$ cat config.mk
export PLATFORM = sky130hd
export DESIGN_NAME = desc_fetch_seq
export DESIGN_NICKNAME = d
export VERILOG_FILES = /design/src/rtl/dfs_pkg.sv /design/src/rtl/dfs_ctrl.sv /design/src/rtl/dfs_capture.sv /design/src/rtl/dfs_parity.sv /design/src/rtl/desc_fetch_seq.sv
export SDC_FILE = /design/constraint.sdc
export NUM_CORES = 1
export LEC_CHECK = 0
export ABC_CLOCK_PERIOD_IN_PS = 19600
export BUFFER_PORTS_ARGS = -buffer_cell sky130_fd_sc_hd__buf_2
export CAP_MARGIN = 20
export CORE_MARGIN = 4
export CORE_UTILIZATION = 40
export CTS_BUF_LIST = sky130_fd_sc_hd__clkbuf_4 sky130_fd_sc_hd__clkbuf_8
export CTS_CLUSTER_DIAMETER = 150
export DETAILED_ROUTE_END_ITERATION = 10
export RECOVER_POWER = 50
export SETUP_SLACK_MARGIN = 0.02
export SYNTH_ARGS = -nofsm -noshare
export SYNTH_HDL_FRONTEND = slang
export SYNTH_SLANG_ARGS = --single-unit
$ cat constraint.sdc
create_clock -name clk -period 19.6 [get_ports clk]
set_clock_uncertainty 0.05 [all_clocks]
set_input_delay 0.98 -clock clk [delete_from_list [all_inputs] [get_ports clk]]
set_output_delay 0.98 -clock clk [all_outputs]
set_load 0.01 [all_outputs]
$ cat src/rtl/dfs_pkg.sv
package dfs_pkg;

  typedef enum logic [2:0] {
    ST_IDLE,
    ST_ADDR,
    ST_DATA,
    ST_TAIL,
    ST_GAP
  } dfs_state_e;

  localparam logic [3:0] CMD_RD_SINGLE = 4'b0110;
  localparam logic [3:0] CMD_RD_MULTI  = 4'b1100;
  localparam logic [3:0] BE_ALL_LANES  = 4'b0000;
  localparam logic [3:0] BE_NONE       = 4'b1111;

  // Layout modes whose descriptors must be read one dword at a time
  function automatic logic mode_is_single(input logic [7:0] mode);
    return (mode == 8'd0) || (mode == 8'd2);
  endfunction

  function automatic logic [31:0] lane_mask(input logic [3:0] keep);
    return {{8{keep[3]}}, {8{keep[2]}}, {8{keep[1]}}, {8{keep[0]}}};
  endfunction

endpackage

$ cat src/rtl/dfs_ctrl.sv
module dfs_ctrl
  import dfs_pkg::*;
#(
  parameter int SETUP_DW = 7,
  parameter int DESC_DW  = 4,
  parameter int CNT_W    = 3
) (
  input  logic             clk,
  input  logic             rst_n,
  input  logic             req_valid,
  output logic             req_ready,
  input  logic [31:0]      req_base,
  input  logic             req_setup,
  input  logic [7:0]       layout_mode,
  output logic             bus_frame,
  output logic             bus_irdy,
  output logic             bus_ad_oe,
  output logic [31:0]      bus_ad_out,
  output logic [3:0]       bus_cbe_n,
  input  logic             bus_trdy,
  output logic             start,
  output logic             cap_en,
  output logic [CNT_W-1:0] cap_idx,
  output logic             cap_setup,
  output logic             done,
  output logic [CNT_W-1:0] count
);

  dfs_state_e       st_q, st_d;
  logic [31:0]      addr_q, addr_d;
  logic             setup_q, setup_d;
  logic             burst_q, burst_d;
  logic [CNT_W-1:0] xfer_q, xfer_d;
  logic [CNT_W-1:0] txn_q, txn_d;
  logic [CNT_W-1:0] idx_q, idx_d;
  logic             done_q, done_d;
  logic             single_sel;

  assign single_sel = !req_setup && mode_is_single(layout_mode);

  // Next-state process
  always_comb begin
    st_d    = st_q;
    addr_d  = addr_q;
    setup_d = setup_q;
    burst_d = burst_q;
    xfer_d  = xfer_q;
    txn_d   = txn_q;
    idx_d   = idx_q;
    done_d  = 1'b0;
    start   = 1'b0;
    cap_en  = 1'b0;
    case (st_q)
      ST_IDLE: begin
        if (req_valid) begin
          st_d    = ST_ADDR;
          addr_d  = req_base & ~32'h3;
          setup_d = req_setup;
          burst_d = !single_sel;
          idx_d   = '0;
          start   = 1'b1;
          if (req_setup) begin
            xfer_d = CNT_W'(SETUP_DW);
            txn_d  = CNT_W'(1);
          end else if (single_sel) begin
            xfer_d = CNT_W'(1);
            txn_d  = CNT_W'(DESC_DW);
          end else begin
            xfer_d = CNT_W'(DESC_DW);
            txn_d  = CNT_W'(1);
          end
        end
      end
      ST_ADDR: st_d = ST_DATA;
      ST_DATA: begin
        if (bus_trdy) begin
          cap_en = 1'b1;
          idx_d  = idx_q + CNT_W'(1);
          addr_d = addr_q + 32'd4;
          xfer_d = xfer_q - CNT_W'(1);
          if (xfer_q == CNT_W'(1)) st_d = ST_TAIL;
        end
      end
      ST_TAIL: begin
        if (txn_q == CNT_W'(1)) begin
          st_d   = ST_IDLE;
          done_d = 1'b1;
        end else begin
          st_d   = ST_GAP;
          txn_d  = txn_q - CNT_W'(1);
          xfer_d = CNT_W'(1);
        end
      end
      ST_GAP:  st_d = ST_ADDR;
      default: st_d = ST_IDLE;
    endcase
  end

  // Register process
  always_ff @(posedge clk or negedge rst_n) begin
    if (!rst_n) begin
      st_q    <= ST_IDLE;
      addr_q  <= '0;
      setup_q <= 1'b0;
      burst_q <= 1'b0;
      xfer_q  <= '0;
      txn_q   <= '0;
      idx_q   <= '0;
      done_q  <= 1'b0;
    end else begin
      st_q    <= st_d;
      addr_q  <= addr_d;
      setup_q <= setup_d;
      burst_q <= burst_d;
      xfer_q  <= xfer_d;
      txn_q   <= txn_d;
      idx_q   <= idx_d;
      done_q  <= done_d;
    end
  end

  assign req_ready  = (st_q == ST_IDLE);
  assign bus_frame  = (st_q == ST_ADDR) || (st_q == ST_DATA);
  assign bus_irdy   = (st_q == ST_DATA) || (st_q == ST_TAIL);
  assign bus_ad_oe  = (st_q == ST_ADDR);
  assign bus_ad_out = (st_q == ST_ADDR) ? addr_q : 32'd0;
  always_comb begin
    if (st_q == ST_ADDR)       bus_cbe_n = burst_q ? CMD_RD_MULTI : CMD_RD_SINGLE;
    else if (bus_irdy)         bus_cbe_n = BE_ALL_LANES;
    else                       bus_cbe_n = BE_NONE;
  end
  assign cap_idx   = idx_q;
  assign cap_setup = setup_q;
  assign done      = done_q;
  assign count     = idx_q;

  // a setup transaction ends only after exactly SETUP_DW beats
  a_r1_setup_beats: assert property (@(posedge clk) disable iff (!rst_n)
    (st_q == ST_TAIL && setup_q) |-> idx_q == CNT_W'(SETUP_DW));
  // address phase carries linear-order low bits
  a_r2_linear_order: assert property (@(posedge clk) disable iff (!rst_n)
    bus_ad_oe |-> bus_ad_out[1:0] == 2'b00);
  // every data phase enables all lanes
  a_r3_all_lanes: assert property (@(posedge clk) disable iff (!rst_n)
    (bus_frame && bus_irdy) |-> bus_cbe_n == BE_ALL_LANES);
  // a single-mode transaction ends after its one beat
  a_r4_single_beat: assert property (@(posedge clk) disable iff (!rst_n)
    (st_q == ST_DATA && bus_trdy && !burst_q) |=> !bus_frame);
  // initiator ready is released one cycle after frame
  a_r6_irdy_release: assert property (@(posedge clk) disable iff (!rst_n)
    (!bus_frame && bus_irdy) |=> (!bus_irdy && !bus_frame));

endmodule

$ cat src/rtl/dfs_capture.sv
module dfs_capture
  import dfs_pkg::*;
#(
  parameter int                   DESC_DW   = 4,
  parameter logic [4*DESC_DW-1:0] DESC_KEEP = 16'hBFFF,
  parameter int                   BUF_DW    = 7,
  parameter int                   CNT_W     = 3
) (
  input  logic                clk,
  input  logic                rst_n,
  input  logic                start,
  input  logic                cap_en,
  input  logic [CNT_W-1:0]    cap_idx,
  input  logic                cap_setup,
  input  logic [31:0]         cap_data,
  output logic [32*BUF_DW-1:0] rd_data
);

  for (genvar g = 0; g < BUF_DW; g++) begin : g_slot
    logic [31:0] slot_q;
    logic [31:0] keep_w;
    logic        wr_en;

    if (g < DESC_DW) begin : g_desc
      assign keep_w = cap_setup ? 32'hFFFF_FFFF : lane_mask(DESC_KEEP[4*g +: 4]);
    end else begin : g_setup_only
      assign keep_w = 32'hFFFF_FFFF;
    end

    assign wr_en = cap_en && (cap_idx == CNT_W'(g));

    always_ff @(posedge clk or negedge rst_n) begin
      if (!rst_n)     slot_q <= '0;
      else if (start) slot_q <= '0;
      else if (wr_en) slot_q <= cap_data & keep_w;
    end

    assign rd_data[32*g +: 32] = slot_q;
  end

  // a new fetch starts from an empty buffer
  a_r5_buffer_cleared: assert property (@(posedge clk) disable iff (!rst_n)
    start |=> rd_data == '0);

endmodule

$ cat src/rtl/dfs_parity.sv
module dfs_parity (
  input  logic        clk,
  input  logic        rst_n,
  input  logic        chk_en,
  input  logic [31:0] ad_in,
  input  logic [3:0]  cbe_n,
  input  logic        par_in,
  input  logic        sint_en,
  input  logic        sint_clr,
  output logic        sint_stat,
  output logic        irq
);

  logic        chk_q;
  logic [31:0] ad_q;
  logic [3:0]  cbe_q;
  logic        par_q;
  logic        perr;
  logic        stat_q, stat_d;

  // Sample the accepted data phase, check it one clock later
  always_ff @(posedge clk or negedge rst_n) begin
    if (!rst_n) begin
      chk_q <= 1'b0;
      ad_q  <= '0;
      cbe_q <= '0;
      par_q <= 1'b0;
    end else begin
      chk_q <= chk_en;
      if (chk_en) begin
        ad_q  <= ad_in;
        cbe_q <= cbe_n;
        par_q <= par_in;
      end
    end
  end

  assign perr = chk_q && (^{ad_q, cbe_q, par_q});

  always_comb begin
    stat_d = stat_q;
    if (perr)          stat_d = 1'b1;
    else if (sint_clr) stat_d = 1'b0;
  end

  always_ff @(posedge clk or negedge rst_n) begin
    if (!rst_n) stat_q <= 1'b0;
    else        stat_q <= stat_d;
  end

  assign sint_stat = stat_q;
  assign irq       = stat_q && sint_en;

  // a detected error is recorded
  a_r7_error_sets: assert property (@(posedge clk) disable iff (!rst_n)
    perr |=> sint_stat);
  // status is sticky without a clear
  a_r7_sticky: assert property (@(posedge clk) disable iff (!rst_n)
    (sint_stat && !sint_clr) |=> sint_stat);
  // a clear without a simultaneous error empties the bit
  a_r10_clear: assert property (@(posedge clk) disable iff (!rst_n)
    (sint_clr && !perr) |=> !sint_stat);

endmodule

$ cat src/rtl/desc_fetch_seq.sv
module desc_fetch_seq
  import dfs_pkg::*;
#(
  parameter int                   SETUP_DW  = 7,
  parameter int                   DESC_DW   = 4,
  parameter logic [4*DESC_DW-1:0] DESC_KEEP = 16'hBFFF,
  localparam int                  BUF_DW    = (SETUP_DW > DESC_DW) ? SETUP_DW : DESC_DW,
  localparam int                  CNT_W     = $clog2(BUF_DW + 1)
) (
  input  logic                 clk,
  input  logic                 rst_n,
  input  logic                 req_valid,
  output logic                 req_ready,
  input  logic [31:0]          req_base,
  input  logic                 req_setup,
  input  logic [7:0]           layout_mode,
  output logic                 done,
  output logic [CNT_W-1:0]     rd_count,
  output logic [32*BUF_DW-1:0] rd_data,
  output logic                 bus_frame,
  output logic                 bus_irdy,
  output logic                 bus_ad_oe,
  output logic [31:0]          bus_ad_out,
  output logic [3:0]           bus_cbe_n,
  input  logic                 bus_trdy,
  input  logic [31:0]          bus_ad_in,
  input  logic                 bus_par,
  input  logic                 sint_en,
  input  logic                 sint_clr,
  output logic                 sint_stat,
  output logic                 irq
);

  logic             rst_meta_q, rst_sync_q;
  logic             start, cap_en, cap_setup;
  logic [CNT_W-1:0] cap_idx;

  // Asynchronous assertion, synchronous release
  always_ff @(posedge clk or negedge rst_n) begin
    if (!rst_n) begin
      rst_meta_q <= 1'b0;
      rst_sync_q <= 1'b0;
    end else begin
      rst_meta_q <= 1'b1;
      rst_sync_q <= rst_meta_q;
    end
  end

  dfs_ctrl #(.SETUP_DW(SETUP_DW), .DESC_DW(DESC_DW), .CNT_W(CNT_W)) u_ctrl (
    .clk(clk), .rst_n(rst_sync_q),
    .req_valid(req_valid), .req_ready(req_ready), .req_base(req_base),
    .req_setup(req_setup), .layout_mode(layout_mode),
    .bus_frame(bus_frame), .bus_irdy(bus_irdy), .bus_ad_oe(bus_ad_oe),
    .bus_ad_out(bus_ad_out), .bus_cbe_n(bus_cbe_n), .bus_trdy(bus_trdy),
    .start(start), .cap_en(cap_en), .cap_idx(cap_idx), .cap_setup(cap_setup),
    .done(done), .count(rd_count)
  );

  dfs_capture #(.DESC_DW(DESC_DW), .DESC_KEEP(DESC_KEEP), .BUF_DW(BUF_DW),
                .CNT_W(CNT_W)) u_capture (
    .clk(clk), .rst_n(rst_sync_q), .start(start), .cap_en(cap_en),
    .cap_idx(cap_idx), .cap_setup(cap_setup), .cap_data(bus_ad_in),
    .rd_data(rd_data)
  );

  dfs_parity u_parity (
    .clk(clk), .rst_n(rst_sync_q), .chk_en(cap_en), .ad_in(bus_ad_in),
    .cbe_n(bus_cbe_n), .par_in(bus_par), .sint_en(sint_en),
    .sint_clr(sint_clr), .sint_stat(sint_stat), .irq(irq)
  );

endmodule

== Word level (Yosys, flattened, before mapping) ==
Cells that the tools add are included.

* Register bits: 312
* Latch bits: 0
* Bits in writable memories: 0
* Bits in read-only memories: 0
* Input bits: 80
* Output and inout port bits: 270
* Word-level logic and storage cells: 128
* Memories: 0

* Add/sub/neg operators: 4
* Multipliers: 0
* Divide/modulo/power cells: 0
* $lt $le $gt $ge: 0
* Equality and inequality tests: 17
* Shifts and indexed selects: 0
* Muxes and demuxes: 49
* Bitwise logic cells: 1
* Reductions and logical operators: 35

{| class="wikitable"
|+ Operators by type and width
! kind !! number
|-
| $mux 32 || 17
|-
| $pmux 32 s2 || 1
|-
| $mux 3 || 15
|-
| $reduce_xor 37->1 || 1
|-
| $add 32x3->32 const B || 1
|-
| $and 32x32->32 || 1
|-
| $mux 24 || 1
|-
| $reduce_bool 2->1 || 10
|-
| $pmux 3 s5 || 1
|-
| $eq 3x1->1 const B || 4
|-
| $eq 3x2->1 const B || 4
|-
| $eq 3x3->1 const B || 4
|-
| $mux 4 || 3
|-
| $pmux 3 s2 || 2
|-
| $logic_and 1x1->1 || 10
|-
| $pmux 3 s3 || 1
|-
| $reduce_and 3->1 || 3
|-
| $eq 8x2->1 const B || 1
|-
| $logic_not 8->1 || 1
|-
| $mux 1 || 8
|-
| $logic_not 3->1 || 2
|-
| $ne 2x2->1 const B || 3
|-
| $sub 3x1->3 const B || 2
|-
| $reduce_and 4->1 || 1
|-
| other kinds (6) || 9
|}

== Longest topological paths before layout ==
* Depth after elaboration: 7
* Depth in mapped cells: 10
* Gate-level depth less buffers: 8

== By module ==
A second synthesis with hierarchy kept.

* Cell total of the unflattened synthesis: 1255
* Area total of the unflattened synthesis: 14652.8 µm²

{| class="wikitable"
|+ By module, submodules not included
! module !! instances !! cells an instance !! area each (µm²) !! seq. area each (µm²)
|-
| dfs_capture || 1 || 777 || 9851.9 || 5605.4
|-
| dfs_ctrl || 1 || 357 || 2999.1 || 1126.1
|-
| dfs_parity || 1 || 118 || 1747.9 || 975.9
|-
| desc_fetch_seq || 1 || 3 || 53.8 || 50.0
|}

== Worst setup path before layout ==
No wires, ideal clock.

* Path type: register -> output
* From: reg u_ctrl.st_q[1]
* To: out bus_ad_out[25]
* Arrival time: 1.515 ns
* Required time: 18.570 ns
* Slack: 17.055 ns
* Cell stages (with the launch flop): 5
* Path buffers: 2
* Cell sequence: dfrtp_1 -> buf_2 -> nor3b_1 -> clkbuf_1 -> and2_1

* Longest elaborated chain between the ends: 2

{| class="wikitable"
|+ RTL lines
! what !! line !! text
|-
| start, declared || dfs_ctrl.sv:29 || <nowiki>dfs_state_e st_q, st_d;</nowiki>
|-
| start signal, assigned || dfs_ctrl.sv:111 || <nowiki>st_q <= st_d;</nowiki>
|-
| $eq 3x1->1 || n/a ||
|-
| net bus_ad_oe || desc_fetch_seq.sv:22 || <nowiki>output logic bus_ad_oe,</nowiki>
|-
| $mux 32 || dfs_ctrl.sv:126 || <nowiki>assign bus_ad_out = (st_q == ST_ADDR) ? addr_q : 32'd0;</nowiki>
|-
| end, declared || desc_fetch_seq.sv:23 || <nowiki>output logic [31:0] bus_ad_out,</nowiki>
|}

The timed path passes the listed nets, and every way through them passes these cells.

==> run metrics <==
Pwr Total 2.32 mW; ys flop type dfrtp_1; clk buf depth 3; largest cells by area after synthesis dfrtp_1, nand2_1, a21oi_1; register area 7760 um^2; critical path arrival 5.84 ns; post-CTS setup buffers 0; Sw Pwr 0.876 mW; Total GRT Usage 22.8%; vias 12,200; num ports 350; area occupied by multi-input gates 5300 um^2; post-detailed-route via-to-cell ratio 5.19; CP Capture Type asynchronous set/reset pin; total gr overflow 0; Pint 1.45 mW; Slew @ Worst Pin 4.25 ns; Yosys top cell area share 56.0%; placed insts 2,254; P&R area growth vs syn 19.1%; Mapped Cells 1,578; Mean Syn Cell Area 8.77 um^2; Seq/Total Area, Yosys 56.0%; FF-to-FF Start rst_sync_q$_DFF_PN0_; CP Cell Sequence clkbuf_1, clkbuf_1; Antenna Nets Post-Route 0; Setup TNS Final 0 ns; drt wl/cell 19.1 um; Nets 1,954; CTS tree built; RR Endpoint u_capture.g_slot[6].slot_q[1]$_DFFE_PN0P_; Root Driver clkbuf_8; first-pass GRT wire length 69,500 um; Max Fanout on Critical Path 73; max-cap viol count 7; crit start category flop; placed wire-length estimate 28,900 um; Distinct cells, synth 50; Slew Limit Fails 443; total wire length 44,900 um; Residual DRC 0; fraction of layout cells with a size suffix above 1 16.3%; P per Cell Area 141 nW/um^2; pin count of the biggest net entering global routing 100; TritonCTS Sinks 310; Buf/Inv on CP 2; Crit path depth 2; synth warn 0; WS Path Type flop to asynchronous set/reset pin; relative slew slack -184%; post-cts sizing count 0; Die X 194 um; Filler cells 3,416; Pleak 7.66 nW; row cnt 67; die area 37,600 um^2; final setup violation count 0; cell accounting for the most synthesized area dfrtp_1; Fmax achieved 0.163 GHz; Seq pwr share 38.1%; hold_buf cts 0; Buffers on Ports 344; Post-Layout Cell Count 2,346; Peak VDD IR 0.117 mV; worst skew pair latency 0.59 ns; drt pass-1 iters 5; part of the cycle the worst path needs 31.2%; 1st-iter DRT viols 859; RSZ-0062 raised after global routing no; critical path's slowest cell clkbuf_1; R2R depth 2; run status finished, violations left; height of the die 194 um; Initial Util 40.9%; routability cong. 0.794; Clock power frac 26.7%; Diodes inserted 0; #FFs+latches synth 310; Tmin final 6.12 ns; Num CTS Buffers 55; Sw Share 37.7%; Post-synth EDFFs 0; worst min-delay path class input port to asynchronous set/reset pin; critical path's largest stage delay 2.79 ns; initial antenna violation count 1; failing checks capacitance limit, slew limit; Clock transition at path regs 0.06 ns; R2R setup slack 13.48 ns; vias in the first global route 11,800; endpoints failing hold 0; Crit path max-delay family buffers and inverters; top-count cell post-synth nand2_1; ys async rst share 100%; post-layout util 48.7%; H-tree levels 2; core area 33,900 um^2; crit-path most repeated cell clkbuf_1; Synth Cell Area 13,800 um^2; Worst Path Required 19.32 ns; combinational fraction of design power 35.1%; top cells by count, synth nand2_1, dfrtp_1, a21oi_1; Worst Hold Margin 0.115 ns
==> registers in the layout (all words and copies together), names as in the netlist <==
signal / flops
rst_meta_q: 1
rst_sync_q: 1
u_capture.g_slot.slot_q: 224
u_ctrl.addr_q: 30
u_ctrl.burst_q: 1
u_ctrl.cap_idx: 3
u_ctrl.cap_setup: 1
u_ctrl.done: 1
u_ctrl.st_q: 3
u_ctrl.txn_q: 3
u_ctrl.xfer_q: 3
u_parity.ad_q: 32
u_parity.cbe_q: 4
u_parity.chk_q: 1
u_parity.par_q: 1
u_parity.sint_stat: 1
==> layout make-up <==
| class | instances | area share [%] |
|---|---|---|
| Clock inverter | 6 | 0.440 |
| Inverter | 16 | 0.364 |
| Timing Repair Buffer | 367 | 10.2 |
| Clock buffer | 85 | 6.45 |
| Sequential cell | 310 | 47.0 |
| Tap cell | 448 | 3.40 |
| Multi-Input combinational cell | 1114 | 32.1 |
==> worst max-delay path by stage <==
stage,to,from
final,u_capture.g_slot[6].slot_q[1]$_DFFE_PN0P_,rst_sync_q$_DFF_PN0_
after detailed placement,u_capture.g_slot[4].slot_q[17]$_DFFE_PN0P_,bus_trdy
after global placement,u_capture.g_slot[4].slot_q[16]$_DFFE_PN0P_,bus_trdy
after global routing,u_capture.g_slot[6].slot_q[1]$_DFFE_PN0P_,rst_sync_q$_DFF_PN0_
after floorplan,u_capture.g_slot[0].slot_q[0]$_DFFE_PN0P_,rst_sync_q$_DFF_PN0_
after CTS,u_capture.g_slot[4].slot_q[17]$_DFFE_PN0P_,u_ctrl.st_q[1]$_DFFE_PN0P_
==> routing by layer <==
layer	share of wire [%]	vias to the layer above	wire length, um	GRT usage [%]
met5	0.029	-	13	0
met4	2.8	2	1240	6.51
met3	7.2	82	3250	5.13
met2	46	431	20500	35.8
met1	44	5976	19900	32.2
li1	-	5693	-	-
==> cell families after synthesis <==
logic type	after synthesis	synth area share, %
simple gates	730	21.8
flops	310	56.0
fa+ha+maj	10	0.904
buf+inv	155	5.77
other cells	2	0.0543
xor+xnor	36	2.38
compound gates	332	12.8
mux	3	0.226
==> power groups by stage <==
stage / Clock [mW] / Combinational, mW / Sequential [mW]
floorplan: 0 / 0.555 / 0.898
global placement: 0 / 0.822 / 0.887
detailed placement: 0 / 0.832 / 0.892
CTS: 0.636 / 0.836 / 0.883
global route: 0.664 / 0.909 / 0.905
finish: 0.621 / 0.816 / 0.885
==> metrics by stage <==
| step | instance area [um^2] | setup slack (ns) |
|---|---|---|
| 2_1_floorplan | 13800 | 10.27 |
| 3_3_place_gp | 15600 | 15.88 |
| 3_5_place_dp | 15600 | 15.82 |
| 4_1_cts | 16700 | 16.14 |
| 5_1_grt | 16500 | 12.23 |
| 6_report | 16500 | 13.48 |
==> placed cells by master (no fill, tap or decap), types with 17 or more instances in the layout <==
cell / netlist / layout
nand2_1: 582 / 582
dfrtp_1: 310 / 310
a21oi_1: 266 / 266
buf_2: 26 / 187
clkbuf_1: 64 / 163
clkbuf_8: 0 / 68
and2_1: 41 / 37
nor2_1: 32 / 32
xnor2_1: 29 / 29
nand3_1: 25 / 23
o21ai_0: 23 / 23
clkbuf_4: 0 / 17
buf_4: 43 / 17
Note: power is estimated with default switching activity, not from simulation.
